### src/rtl/cjc_pkg.sv
// Shared constants and types for the cipher job controller.
// Assumes a word-addressed register bus with 4 address bits and 32-bit data.
package cjc_pkg;

    localparam int FIELD_W = 10;   // width of block-count and block-address fields
    localparam int WORD_W  = 32;

    localparam logic [3:0] ADDR_CTRL     = 4'd0;
    localparam logic [3:0] ADDR_LEN      = 4'd1;
    localparam logic [3:0] ADDR_PT_START = 4'd2;
    localparam logic [3:0] ADDR_CT_START = 4'd3;
    localparam logic [3:0] ADDR_STATUS   = 4'd4;
    localparam logic [3:0] ADDR_ERR      = 4'd5;
    localparam logic [3:0] ADDR_IRQ      = 4'd6;
    localparam logic [3:0] ADDR_CFG      = 4'd7;
    localparam logic [3:0] ADDR_IV0      = 4'd8;

    localparam int ST_BUSY      = 0;
    localparam int ST_WIPING    = 1;
    localparam int ST_CIPHERING = 2;
    localparam int ST_BLOCKED   = 3;
    localparam int ST_WIPE_FAIL = 4;
    localparam int ST_BAD_KEY   = 5;
    localparam int ST_INT_ERR   = 6;
    localparam int ST_KEY_SEC   = 7;
    localparam int ST_IRQ_PEND  = 8;
    localparam int ST_WIPE_DONE = 9;
    localparam int ST_CIPH_DONE = 10;
    localparam int ST_UNBLOCKED = 11;
    localparam int ST_LEN_ERR   = 12;

    typedef struct packed {
        logic               decrypt;
        logic               cbc;
        logic [FIELD_W-1:0] len;
        logic [FIELD_W-1:0] pt_start;
        logic [FIELD_W-1:0] ct_start;
    } job_cfg_t;

    typedef struct packed {
        logic busy;
        logic wiping;
        logic ciphering;
        logic wipe_fail;
        logic int_err;
        logic irq_pend;
        logic wipe_done;
        logic ciph_done;
        logic len_err;
    } seq_flags_t;

    typedef enum logic [1:0] {
        SQ_IDLE = 2'd0,
        SQ_RUN  = 2'd1,
        SQ_WIPE = 2'd2
    } seq_state_e;

endpackage

### src/rtl/cjc_range.sv
// Range checker: tells whether a run of (count_m1 + 1) blocks starting at
// `start` stays inside a buffer of `limit` blocks.
// Assumes all fields are FIELD_W wide; the sum is formed one bit wider.
module cjc_range #(
    parameter int FIELD_W = 10
) (
    input  logic [FIELD_W-1:0] start,
    input  logic [FIELD_W-1:0] count_m1,
    input  logic [FIELD_W-1:0] limit,
    output logic               fits
);
    localparam int SUM_W = FIELD_W + 1;

    logic [SUM_W-1:0] end_excl;

    // One past the last block touched, compared against the buffer size.
    always_comb begin
        end_excl = {1'b0, start} + {1'b0, count_m1} + SUM_W'(1);
        fits     = end_excl <= {1'b0, limit};
    end
endmodule

### src/rtl/cjc_regs.sv
// Register file of the cipher job controller: holds the job setup, the IV
// words and the interrupt mask, decodes command bits into pulses and muxes
// read data. Assumes one bus access per cycle; job registers are locked
// while the sequencer is busy or a start is pending.
module cjc_regs
    import cjc_pkg::*;
#(
    parameter int BLOCK_BYTES = 8,
    parameter int PT_BLOCKS   = 64,
    parameter int CT_BLOCKS   = 64,
    parameter int IV_WORDS    = 2
) (
    input  logic                       clk,
    input  logic                       rst_n,
    input  logic                       bus_wr,
    input  logic [3:0]                 bus_addr,
    input  logic [WORD_W-1:0]          bus_wdata,
    output logic [WORD_W-1:0]          bus_rdata,
    input  logic                       monitor_blocked,
    input  logic                       key_secret,
    input  seq_flags_t                 flags,
    output job_cfg_t                   cfg,
    output logic [IV_WORDS*WORD_W-1:0] iv,
    output logic                       irq_mask,
    output logic                       start_cmd,
    output logic                       clr_irq,
    output logic                       wipe_cmd,
    output logic                       err_clr
);
    localparam logic [WORD_W-1:0] CFG_WORD =
        (WORD_W'(BLOCK_BYTES) & 32'h7F)
        | (WORD_W'(PT_BLOCKS) << 7)
        | (WORD_W'(CT_BLOCKS) << 17);

    logic              hold;
    logic [WORD_W-1:0] status_w;
    logic [WORD_W-1:0] err_w;

    assign hold = flags.busy | start_cmd;

    // Command pulses that act in the same cycle as the write.
    assign clr_irq  = bus_wr && (bus_addr == ADDR_IRQ) && bus_wdata[1];
    assign wipe_cmd = bus_wr && (bus_addr == ADDR_IRQ) && bus_wdata[2];
    assign err_clr  = bus_wr && (bus_addr == ADDR_ERR) && (bus_wdata == '0);

    // Job setup registers, mask and the registered start command.
    always_ff @(posedge clk) begin
        if (!rst_n) begin
            cfg       <= '0;
            irq_mask  <= 1'b0;
            start_cmd <= 1'b0;
        end else begin
            start_cmd <= bus_wr && (bus_addr == ADDR_CTRL) && bus_wdata[2] && !hold;
            if (bus_wr && !hold) begin
                case (bus_addr)
                    ADDR_CTRL: begin
                        cfg.decrypt <= bus_wdata[0];
                        cfg.cbc     <= bus_wdata[1];
                    end
                    ADDR_LEN:      cfg.len      <= bus_wdata[FIELD_W-1:0];
                    ADDR_PT_START: cfg.pt_start <= bus_wdata[FIELD_W-1:0];
                    ADDR_CT_START: cfg.ct_start <= bus_wdata[FIELD_W-1:0];
                    default: ;
                endcase
            end
            if (bus_wr && (bus_addr == ADDR_IRQ)) begin
                irq_mask <= bus_wdata[0];
            end
        end
    end

    // One register per IV word, repeated by parameter.
    for (genvar g = 0; g < IV_WORDS; g++) begin : g_iv
        logic [WORD_W-1:0] word_q;

        // Capture this IV word when addressed and not locked.
        always_ff @(posedge clk) begin
            if (!rst_n) begin
                word_q <= '0;
            end else if (bus_wr && !hold && (bus_addr == 4'(ADDR_IV0 + g))) begin
                word_q <= bus_wdata;
            end
        end

        assign iv[g*WORD_W +: WORD_W] = word_q;
    end

    // Assemble the status word from sequencer flags and monitor inputs.
    always_comb begin
        status_w               = '0;
        status_w[ST_BUSY]      = flags.busy;
        status_w[ST_WIPING]    = flags.wiping;
        status_w[ST_CIPHERING] = flags.ciphering;
        status_w[ST_BLOCKED]   = monitor_blocked;
        status_w[ST_WIPE_FAIL] = flags.wipe_fail;
        status_w[ST_BAD_KEY]   = 1'b0;
        status_w[ST_INT_ERR]   = flags.int_err;
        status_w[ST_KEY_SEC]   = key_secret;
        status_w[ST_IRQ_PEND]  = flags.irq_pend;
        status_w[ST_WIPE_DONE] = flags.wipe_done;
        status_w[ST_CIPH_DONE] = flags.ciph_done;
        status_w[ST_UNBLOCKED] = !monitor_blocked;
        status_w[ST_LEN_ERR]   = flags.len_err;
        err_w                  = {29'd0, flags.int_err, flags.wipe_fail, flags.len_err};
    end

    // Read-data multiplexer.
    always_comb begin
        bus_rdata = '0;
        case (bus_addr)
            ADDR_CTRL:     bus_rdata = {30'd0, cfg.cbc, cfg.decrypt};
            ADDR_LEN:      bus_rdata = WORD_W'(cfg.len);
            ADDR_PT_START: bus_rdata = WORD_W'(cfg.pt_start);
            ADDR_CT_START: bus_rdata = WORD_W'(cfg.ct_start);
            ADDR_STATUS:   bus_rdata = status_w;
            ADDR_ERR:      bus_rdata = err_w;
            ADDR_IRQ:      bus_rdata = {31'd0, irq_mask};
            ADDR_CFG:      bus_rdata = CFG_WORD;
            default: begin
                for (int k = 0; k < IV_WORDS; k++) begin
                    if (bus_addr == 4'(ADDR_IV0 + k)) begin
                        bus_rdata = iv[k*WORD_W +: WORD_W];
                    end
                end
            end
        endcase
    end

    // Job registers must not move while a job is running.
    assert_len_locked_R12: assert property (@(posedge clk) disable iff (!rst_n)
        (bus_wr && (bus_addr == ADDR_LEN) && flags.busy) |=> $stable(cfg.len));

    assert_start_locked_R12: assert property (@(posedge clk) disable iff (!rst_n)
        (bus_wr && (bus_addr == ADDR_PT_START) && flags.busy) |=> $stable(cfg.pt_start));

endmodule

### src/rtl/cjc_seq.sv
// Job sequencer: launches a job on a start command when the monitor allows
// it and both ranges fit, walks the blocks through a request/acknowledge
// handshake with the cipher core, runs the wipe handshake and keeps the
// done, interrupt and sticky error flags.
// Assumes the core holds core_ack for one cycle per block.
module cjc_seq
    import cjc_pkg::*;
#(
    parameter int PT_BLOCKS = 64,
    parameter int CT_BLOCKS = 64
) (
    input  logic               clk,
    input  logic               rst_n,
    input  job_cfg_t           cfg,
    input  logic               start_cmd,
    input  logic               fits_all,
    input  logic               monitor_blocked,
    input  logic               clr_irq,
    input  logic               wipe_cmd,
    input  logic               err_clr,
    input  logic               core_ack,
    input  logic               wipe_ack,
    input  logic               wipe_fail,
    output logic               core_req,
    output logic               core_src_sel,
    output logic [FIELD_W-1:0] core_src_blk,
    output logic [FIELD_W-1:0] core_dst_blk,
    output logic               core_first,
    output logic               core_decrypt,
    output logic               core_cbc,
    output logic               wipe_req,
    output seq_flags_t         flags
);
    seq_state_e         st_q;
    logic [FIELD_W-1:0] idx_q;
    logic [FIELD_W-1:0] len_q;
    logic [FIELD_W-1:0] src_q;
    logic [FIELD_W-1:0] dst_q;
    logic               dec_q;
    logic               cbc_q;

    logic idle, hs, last, done_ev, launch, reject, wipe_go, wipe_end, stray;

    // Event decode for the current cycle.
    always_comb begin
        idle     = (st_q == SQ_IDLE);
        hs       = (st_q == SQ_RUN) && core_ack;
        last     = (idx_q == len_q);
        done_ev  = hs && last;
        launch   = start_cmd && idle && !monitor_blocked && fits_all;
        reject   = start_cmd && idle && !monitor_blocked && !fits_all;
        wipe_go  = wipe_cmd && idle && !start_cmd;
        wipe_end = (st_q == SQ_WIPE) && wipe_ack;
        stray    = core_ack && (st_q != SQ_RUN);
    end

    // Main state machine and latched job parameters.
    always_ff @(posedge clk) begin
        if (!rst_n) begin
            st_q  <= SQ_IDLE;
            idx_q <= '0;
            len_q <= '0;
            src_q <= '0;
            dst_q <= '0;
            dec_q <= 1'b0;
            cbc_q <= 1'b0;
        end else begin
            case (st_q)
                SQ_IDLE: begin
                    if (launch) begin
                        st_q  <= SQ_RUN;
                        idx_q <= '0;
                        len_q <= cfg.len;
                        dec_q <= cfg.decrypt;
                        cbc_q <= cfg.cbc;
                        src_q <= cfg.decrypt ? cfg.ct_start : cfg.pt_start;
                        dst_q <= cfg.decrypt ? cfg.pt_start : cfg.ct_start;
                    end else if (wipe_go) begin
                        st_q <= SQ_WIPE;
                    end
                end
                SQ_RUN: begin
                    if (hs) begin
                        if (last) begin
                            st_q <= SQ_IDLE;
                        end else begin
                            idx_q <= idx_q + FIELD_W'(1);
                        end
                    end
                end
                SQ_WIPE: begin
                    if (wipe_ack) begin
                        st_q <= SQ_IDLE;
                    end
                end
                default: st_q <= SQ_IDLE;
            endcase
        end
    end

    // Completion flags: set on finish, cleared by the interrupt-clear command.
    always_ff @(posedge clk) begin
        if (!rst_n) begin
            flags.ciph_done <= 1'b0;
            flags.wipe_done <= 1'b0;
            flags.irq_pend  <= 1'b0;
        end else begin
            if (done_ev) begin
                flags.ciph_done <= 1'b1;
            end else if (clr_irq || launch) begin
                flags.ciph_done <= 1'b0;
            end
            if (wipe_end) begin
                flags.wipe_done <= 1'b1;
            end else if (clr_irq || wipe_go) begin
                flags.wipe_done <= 1'b0;
            end
            if (done_ev || wipe_end) begin
                flags.irq_pend <= 1'b1;
            end else if (clr_irq) begin
                flags.irq_pend <= 1'b0;
            end
        end
    end

    // Sticky error flags: set by their events, cleared by a zero write.
    always_ff @(posedge clk) begin
        if (!rst_n) begin
            flags.len_err   <= 1'b0;
            flags.wipe_fail <= 1'b0;
            flags.int_err   <= 1'b0;
        end else begin
            if (reject) begin
                flags.len_err <= 1'b1;
            end else if (err_clr) begin
                flags.len_err <= 1'b0;
            end
            if (wipe_end && wipe_fail) begin
                flags.wipe_fail <= 1'b1;
            end else if (err_clr) begin
                flags.wipe_fail <= 1'b0;
            end
            if (stray) begin
                flags.int_err <= 1'b1;
            end else if (err_clr) begin
                flags.int_err <= 1'b0;
            end
        end
    end

    // State-derived flags and core-facing outputs.
    always_comb begin
        flags.busy      = (st_q != SQ_IDLE);
        flags.wiping    = (st_q == SQ_WIPE);
        flags.ciphering = (st_q == SQ_RUN);
        core_req        = (st_q == SQ_RUN);
        wipe_req        = (st_q == SQ_WIPE);
        core_src_sel    = dec_q;
        core_decrypt    = dec_q;
        core_cbc        = cbc_q;
        core_first      = (idx_q == '0);
        core_src_blk    = src_q + idx_q;
        core_dst_blk    = dst_q + idx_q;
    end

    assert_done_same_cycle_R5: assert property (@(posedge clk) disable iff (!rst_n)
        (core_req && core_ack && last) |=> (!core_req && flags.ciph_done && flags.irq_pend));

    assert_next_block_R2: assert property (@(posedge clk) disable iff (!rst_n)
        (core_req && core_ack && !last) |=> (core_req && !core_first));

    assert_launch_unblocked_R7: assert property (@(posedge clk) disable iff (!rst_n)
        $rose(core_req) |-> $past(!monitor_blocked));

    assert_src_in_buffer_R6: assert property (@(posedge clk) disable iff (!rst_n)
        core_req |-> (int'(core_src_blk) < (core_src_sel ? CT_BLOCKS : PT_BLOCKS)));

    assert_dst_in_buffer_R6: assert property (@(posedge clk) disable iff (!rst_n)
        core_req |-> (int'(core_dst_blk) < (core_src_sel ? PT_BLOCKS : CT_BLOCKS)));

    assert_irq_clear_R8: assert property (@(posedge clk) disable iff (!rst_n)
        (clr_irq && !done_ev && !wipe_end) |=> !flags.irq_pend);

    assert_err_clear_R10: assert property (@(posedge clk) disable iff (!rst_n)
        (err_clr && !core_ack && !wipe_ack && !reject)
        |=> (!flags.len_err && !flags.wipe_fail && !flags.int_err));

endmodule

### src/rtl/cipher_job_ctrl.sv
// Top of the cipher job controller: register file, two buffer range
// checkers (one per buffer, built by a generate loop) and the job
// sequencer. Buffer sizes must fit the 10-bit configuration fields.
module cipher_job_ctrl
    import cjc_pkg::*;
#(
    parameter int BLOCK_BYTES = 8,
    parameter int PT_BLOCKS   = 64,
    parameter int CT_BLOCKS   = 64,
    parameter int IV_WORDS    = 2
) (
    input  logic                       clk,
    input  logic                       rst_n,
    input  logic                       bus_wr,
    input  logic [3:0]                 bus_addr,
    input  logic [31:0]                bus_wdata,
    output logic [31:0]                bus_rdata,
    input  logic                       monitor_blocked,
    input  logic                       key_secret,
    output logic                       core_req,
    input  logic                       core_ack,
    output logic                       core_src_sel,
    output logic [9:0]                 core_src_blk,
    output logic [9:0]                 core_dst_blk,
    output logic                       core_first,
    output logic                       core_decrypt,
    output logic                       core_cbc,
    output logic [IV_WORDS*32-1:0]     core_iv,
    output logic                       wipe_req,
    input  logic                       wipe_ack,
    input  logic                       wipe_fail,
    output logic                       irq
);
    localparam int NUM_BUFS = 2;

    job_cfg_t      cfg;
    seq_flags_t    flags;
    logic          irq_mask;
    logic          start_cmd;
    logic          clr_irq;
    logic          wipe_cmd;
    logic          err_clr;
    logic [NUM_BUFS-1:0] fits_v;

    cjc_regs #(
        .BLOCK_BYTES (BLOCK_BYTES),
        .PT_BLOCKS   (PT_BLOCKS),
        .CT_BLOCKS   (CT_BLOCKS),
        .IV_WORDS    (IV_WORDS)
    ) regs_i (
        .clk             (clk),
        .rst_n           (rst_n),
        .bus_wr          (bus_wr),
        .bus_addr        (bus_addr),
        .bus_wdata       (bus_wdata),
        .bus_rdata       (bus_rdata),
        .monitor_blocked (monitor_blocked),
        .key_secret      (key_secret),
        .flags           (flags),
        .cfg             (cfg),
        .iv              (core_iv),
        .irq_mask        (irq_mask),
        .start_cmd       (start_cmd),
        .clr_irq         (clr_irq),
        .wipe_cmd        (wipe_cmd),
        .err_clr         (err_clr)
    );

    // One range checker per buffer; index 0 plaintext, 1 ciphertext.
    for (genvar b = 0; b < NUM_BUFS; b++) begin : g_range
        cjc_range #(.FIELD_W(FIELD_W)) range_i (
            .start    ((b == 0) ? cfg.pt_start : cfg.ct_start),
            .count_m1 (cfg.len),
            .limit    ((b == 0) ? FIELD_W'(PT_BLOCKS) : FIELD_W'(CT_BLOCKS)),
            .fits     (fits_v[b])
        );
    end

    cjc_seq #(
        .PT_BLOCKS (PT_BLOCKS),
        .CT_BLOCKS (CT_BLOCKS)
    ) seq_i (
        .clk             (clk),
        .rst_n           (rst_n),
        .cfg             (cfg),
        .start_cmd       (start_cmd),
        .fits_all        (&fits_v),
        .monitor_blocked (monitor_blocked),
        .clr_irq         (clr_irq),
        .wipe_cmd        (wipe_cmd),
        .err_clr         (err_clr),
        .core_ack        (core_ack),
        .wipe_ack        (wipe_ack),
        .wipe_fail       (wipe_fail),
        .core_req        (core_req),
        .core_src_sel    (core_src_sel),
        .core_src_blk    (core_src_blk),
        .core_dst_blk    (core_dst_blk),
        .core_first      (core_first),
        .core_decrypt    (core_decrypt),
        .core_cbc        (core_cbc),
        .wipe_req        (wipe_req),
        .flags           (flags)
    );

    // Interrupt line: pending and not masked.
    assign irq = flags.irq_pend & ~irq_mask;

endmodule

### config.mk
export PLATFORM = sky130hd
export DESIGN_NAME = cipher_job_ctrl
export DESIGN_NICKNAME = d
export VERILOG_FILES = /design/src/rtl/cjc_pkg.sv /design/src/rtl/cjc_range.sv /design/src/rtl/cjc_regs.sv /design/src/rtl/cjc_seq.sv /design/src/rtl/cipher_job_ctrl.sv
export SDC_FILE = /design/constraint.sdc
export NUM_CORES = 1
export LEC_CHECK = 0
export BUFFER_PORTS_ARGS = -buffer_cell sky130_fd_sc_hd__clkbuf_2
export CAP_MARGIN = 10
export CORE_UTILIZATION = 61
export DETAILED_ROUTE_END_ITERATION = 6
export PLACE_DENSITY = 0.93
export SLEW_MARGIN = 20
export SYNTH_ARGS = -nofsm -noshare
export SYNTH_HDL_FRONTEND = slang
export SYNTH_HIERARCHICAL = 1
export SYNTH_SLANG_ARGS = --single-unit
### constraint.sdc
create_clock -name clk -period 7.2 [get_ports clk]
set_input_delay 1.08 -clock clk [delete_from_list [all_inputs] [get_ports clk]]
set_output_delay 1.08 -clock clk [all_outputs]
set_load 0.03 [all_outputs]
==> key figures <==
Status
  • Status: complete, no violations

Clock tree
  • CTS resizes: 0
  • Post-cts hold buffer count: 0
  • CTS HTree Levels: 4
  • CTS clk-pin slew, worst paths: 0.06 ns
  • Worst-skew pair later-pin latency: 0.42 ns
  • CTS Sinks: 148
  • Postcts setup bufs: 0
  • CTS tree: yes
  • Clock tree buffer depth: 2
  • Cts bufs inserted: 17
  • Clock Tree Root: clkbuf_16

Die
  • Die Wd: 126 µm
  • Row count: 44
  • Die Area: 15800 µm²
  • I/O pins: 167
  • Core Area: 14800 µm²
  • DIE HEIGHT: 126 µm
  • Initial Utilization: 0.634

STA
  • Endpoints failing setup: 0
  • Final period util: 0.718
  • RSZ-0062 raised after global routing: false
  • Slew Viols, Final: 0
  • Fmax achieved: 194 MHz
  • Endpoints failing hold: 0
  • Clock skew: 0.00679 ns
  • Worst hold slack: 0.472 ns
  • Min cycle time layout: 5.17 ns
  • Slew headroom: 0.277
  • Setup_tns: 0 ns
  • Final setup margin: 2.03 ns
  • Slew at the pin closest to its max-slew limit: 1.08 ns

Job
  • MaxCap Viol Count: 0

Setup path
  • R2r worst-path depth: 19
  • RR Endpoint: seq_i/src_q[4]
  • Setup slack, reg-to-reg: 2.03 ns
  • Critical register-to-register path startpoint: regs_i/cfg[20]
  • Critical Path End Type: register
  • CP arrival: 5.48 ns
  • Worst Path Max Fanout: 53
  • Worst Path Required: 7.52 ns
  • Kind of critical path: register to register
  • Type of origin of the critical path: register

Routing
  • Wire per inst: 19.1 µm
  • Post-Route WL: 27700 µm
  • Via count: 9196
  • DR vias/cell: 6.35
  • Router iterations before antenna repair: 6
  • Antenna Nets Post-Route: 0
  • 1st-iter DRT viols: 1136
  • Residual DRC count: 0

GRT
  • GRT overflow: 0
  • Largest net degree at the start of global routing: 108
  • Number of global-route vias before repair: 8679
  • Global-route wire length before repair: 43200 µm
  • GRT Util Overall: 0.343
  • Initial antenna violation count: 0

Synthesis
  • Post-synth EDFFs: 0
  • Top cell type's share of synthesized area: 0.316
  • Avg Inst Size Synth: 8.40 µm²
  • Most numerous cell in the Yosys netlist: nand2_1
  • Top cells by instance count after synthesis: 194 x nand2_1, 148 x dfxtp_1, 62 x mux2i_1
  • Synth async-reset ratio: 0
  • Netlist cell types: 82
  • Seq cells post-synth: 148
  • Synth top area cells: dfxtp_1 32%, ha_1 8.0%, nand2_1 7.8%
  • Post-synth top flop: dfxtp_1
  • Ys Warns: 6
  • Post-Syn Area: 9360 µm²
  • Synthesized netlist cell count: 1114
  • Sequential area share after synthesis: 0.316
  • Yosys top cell by area: dfxtp_1

Placement
  • Hpwl dp: 19100 µm
  • Final GP Congestion: 0.984
  • Placed cell areas: 10200 µm²
  • Dpl ws: 2.24 ns
  • # port buffers: 166

Power
  • P_leak: 0.00465 µW
  • PD cells: 178 nW/µm²
  • Max VDD drop: 205 µV

Cells and area
  • Fill cell count: 1049
  • Layout cells sized above 1: 0.185
  • Design area: 10800 µm²
  • Area delta synth->final: 15.2%
  • Diode count: 0
  • Final nets: 1361

Min path
  • Worst hold endpoint: regs_i/g_iv[0].word_q[3]
  • Hold depth: 2
  • HP Start: regs_i/g_iv[0].word_q[3]
  • Hold crit path type: register to register
-- critical path, cell delays in order, from the launching register on --
cell and delay [ns]:
dfxtp_1 0.36, inv_1 0.09, ha_1 0.16, inv_1 0.06, fa_1 0.43, a211oi_2 0.27, o21ai_1 0.09, a31oi_1 0.24
xnor2_1 0.15, ha_1 0.28, a21o_1 0.20, a2111oi_4 0.35, a21oi_1 0.13, a2111oi_2 0.28, and2_1 0.25, nand4bb_1 0.16
a21o_1 0.28, nor2_4 0.83, nor2_1 0.14, a211oi_1 0.29
-- area by class of cell --
class                   instances  area, µm²  share of cell area
repair buffers                172        876              0.0812
multi-input cells             866       5930               0.550
inverters                      48        180              0.0167
well taps                     184        230              0.0213
flip-flops and latches        148       2960               0.275
clock inverters                 9        126              0.0117
clock buffers                  22        484              0.0449
-- state kept, by name, summed over array words and instances (netlist names), 2 cells and up --
name                flops
regs_i/g_iv.word_q     64
seq_i/src_q            10
seq_i/st_q              2
regs_i/cfg             32
seq_i/len_q            10
seq_i/flags             6
seq_i/idx_q            10
seq_i/dst_q            10
-- stage by stage --
step / utilization / std cells / total power, µW
floorplan: - / 1132 / 958
global placement: 0.690 / 1418 / 1010
detailed placement: 0.690 / 1418 / 1010
CTS: 0.731 / 1449 / 1920
global route: 0.731 / 1449 / 1970
finish: 0.731 / 1449 / 1920
-- power breakdown --
group	leakage [µW]	switching (µW)	internal [µW]	total, µW
registers	0.00119	9.85	827	837
clock network	0.000302	344	578	922
logic	0.00316	106	56.6	163
total	0.00465	460	1460	1920
-- metal layers --
layer / track usage / part of all wire
met5: 0 / 0
met4: 0.176 / 0.043
met3: 0.0913 / 0.10
met2: 0.569 / 0.47
met1: 0.409 / 0.38
-- placed cells by master (no fill, tap or decap), types with 8 or more instances in the layout --
cell type    n
xnor2_1     26
and2_1      12
nor3_1       9
clkbuf_2   166
nand2_1    193
dfxtp_1    148
ha_1        60
a21boi_1    60
nand3_1     15
a211oi_1    24
o211ai_1     9
a31oi_1      8
a22oi_1     12
clkbuf_16   17
a21oi_1     48
xor2_1       9
o21a_1      10
conb_1      20
o21ai_0     19
a22o_1      17
nor2_1      48
inv_1       47
nor4_1      17
mux2i_1     62
nor2b_1     46
-- worst max path at each step --
stage	startpoint	to	slack, ns
6_report	regs_i/cfg[20]	seq_i/src_q[4]	2.03
5_1_grt	regs_i/cfg[0]	seq_i/src_q[4]	1.65
4_1_cts	regs_i/cfg[20]	seq_i/src_q[4]	2.07
3_5_place_dp	regs_i/cfg[20]	seq_i/dst_q[7]	2.24
3_3_place_gp	regs_i/cfg[20]	seq_i/flags[1]	2.39
2_1_floorplan	regs_i/cfg[10]	seq_i/idx_q[4]	3.19
-- logic make-up (layout without fill, tap and decap cells) --
| family | after synthesis | after routing | share of synthesized area |
|---|---|---|---|
| and+or+nand+nor | 400 | 400 | 0.212 |
| AOI/OAI and AO/OA | 279 | 279 | 0.217 |
| DFF | 148 | 148 | 0.316 |
| buffers and inverters | 118 | 251 | 0.0576 |
| muxes | 66 | 66 | 0.0711 |
| adders and majority gates | 64 | 64 | 0.0887 |
| xor gates and xnor gates | 37 | 37 | 0.0362 |
| other | 2 | 20 | 0.000802 |
Power figures use the tool's default switching activity.
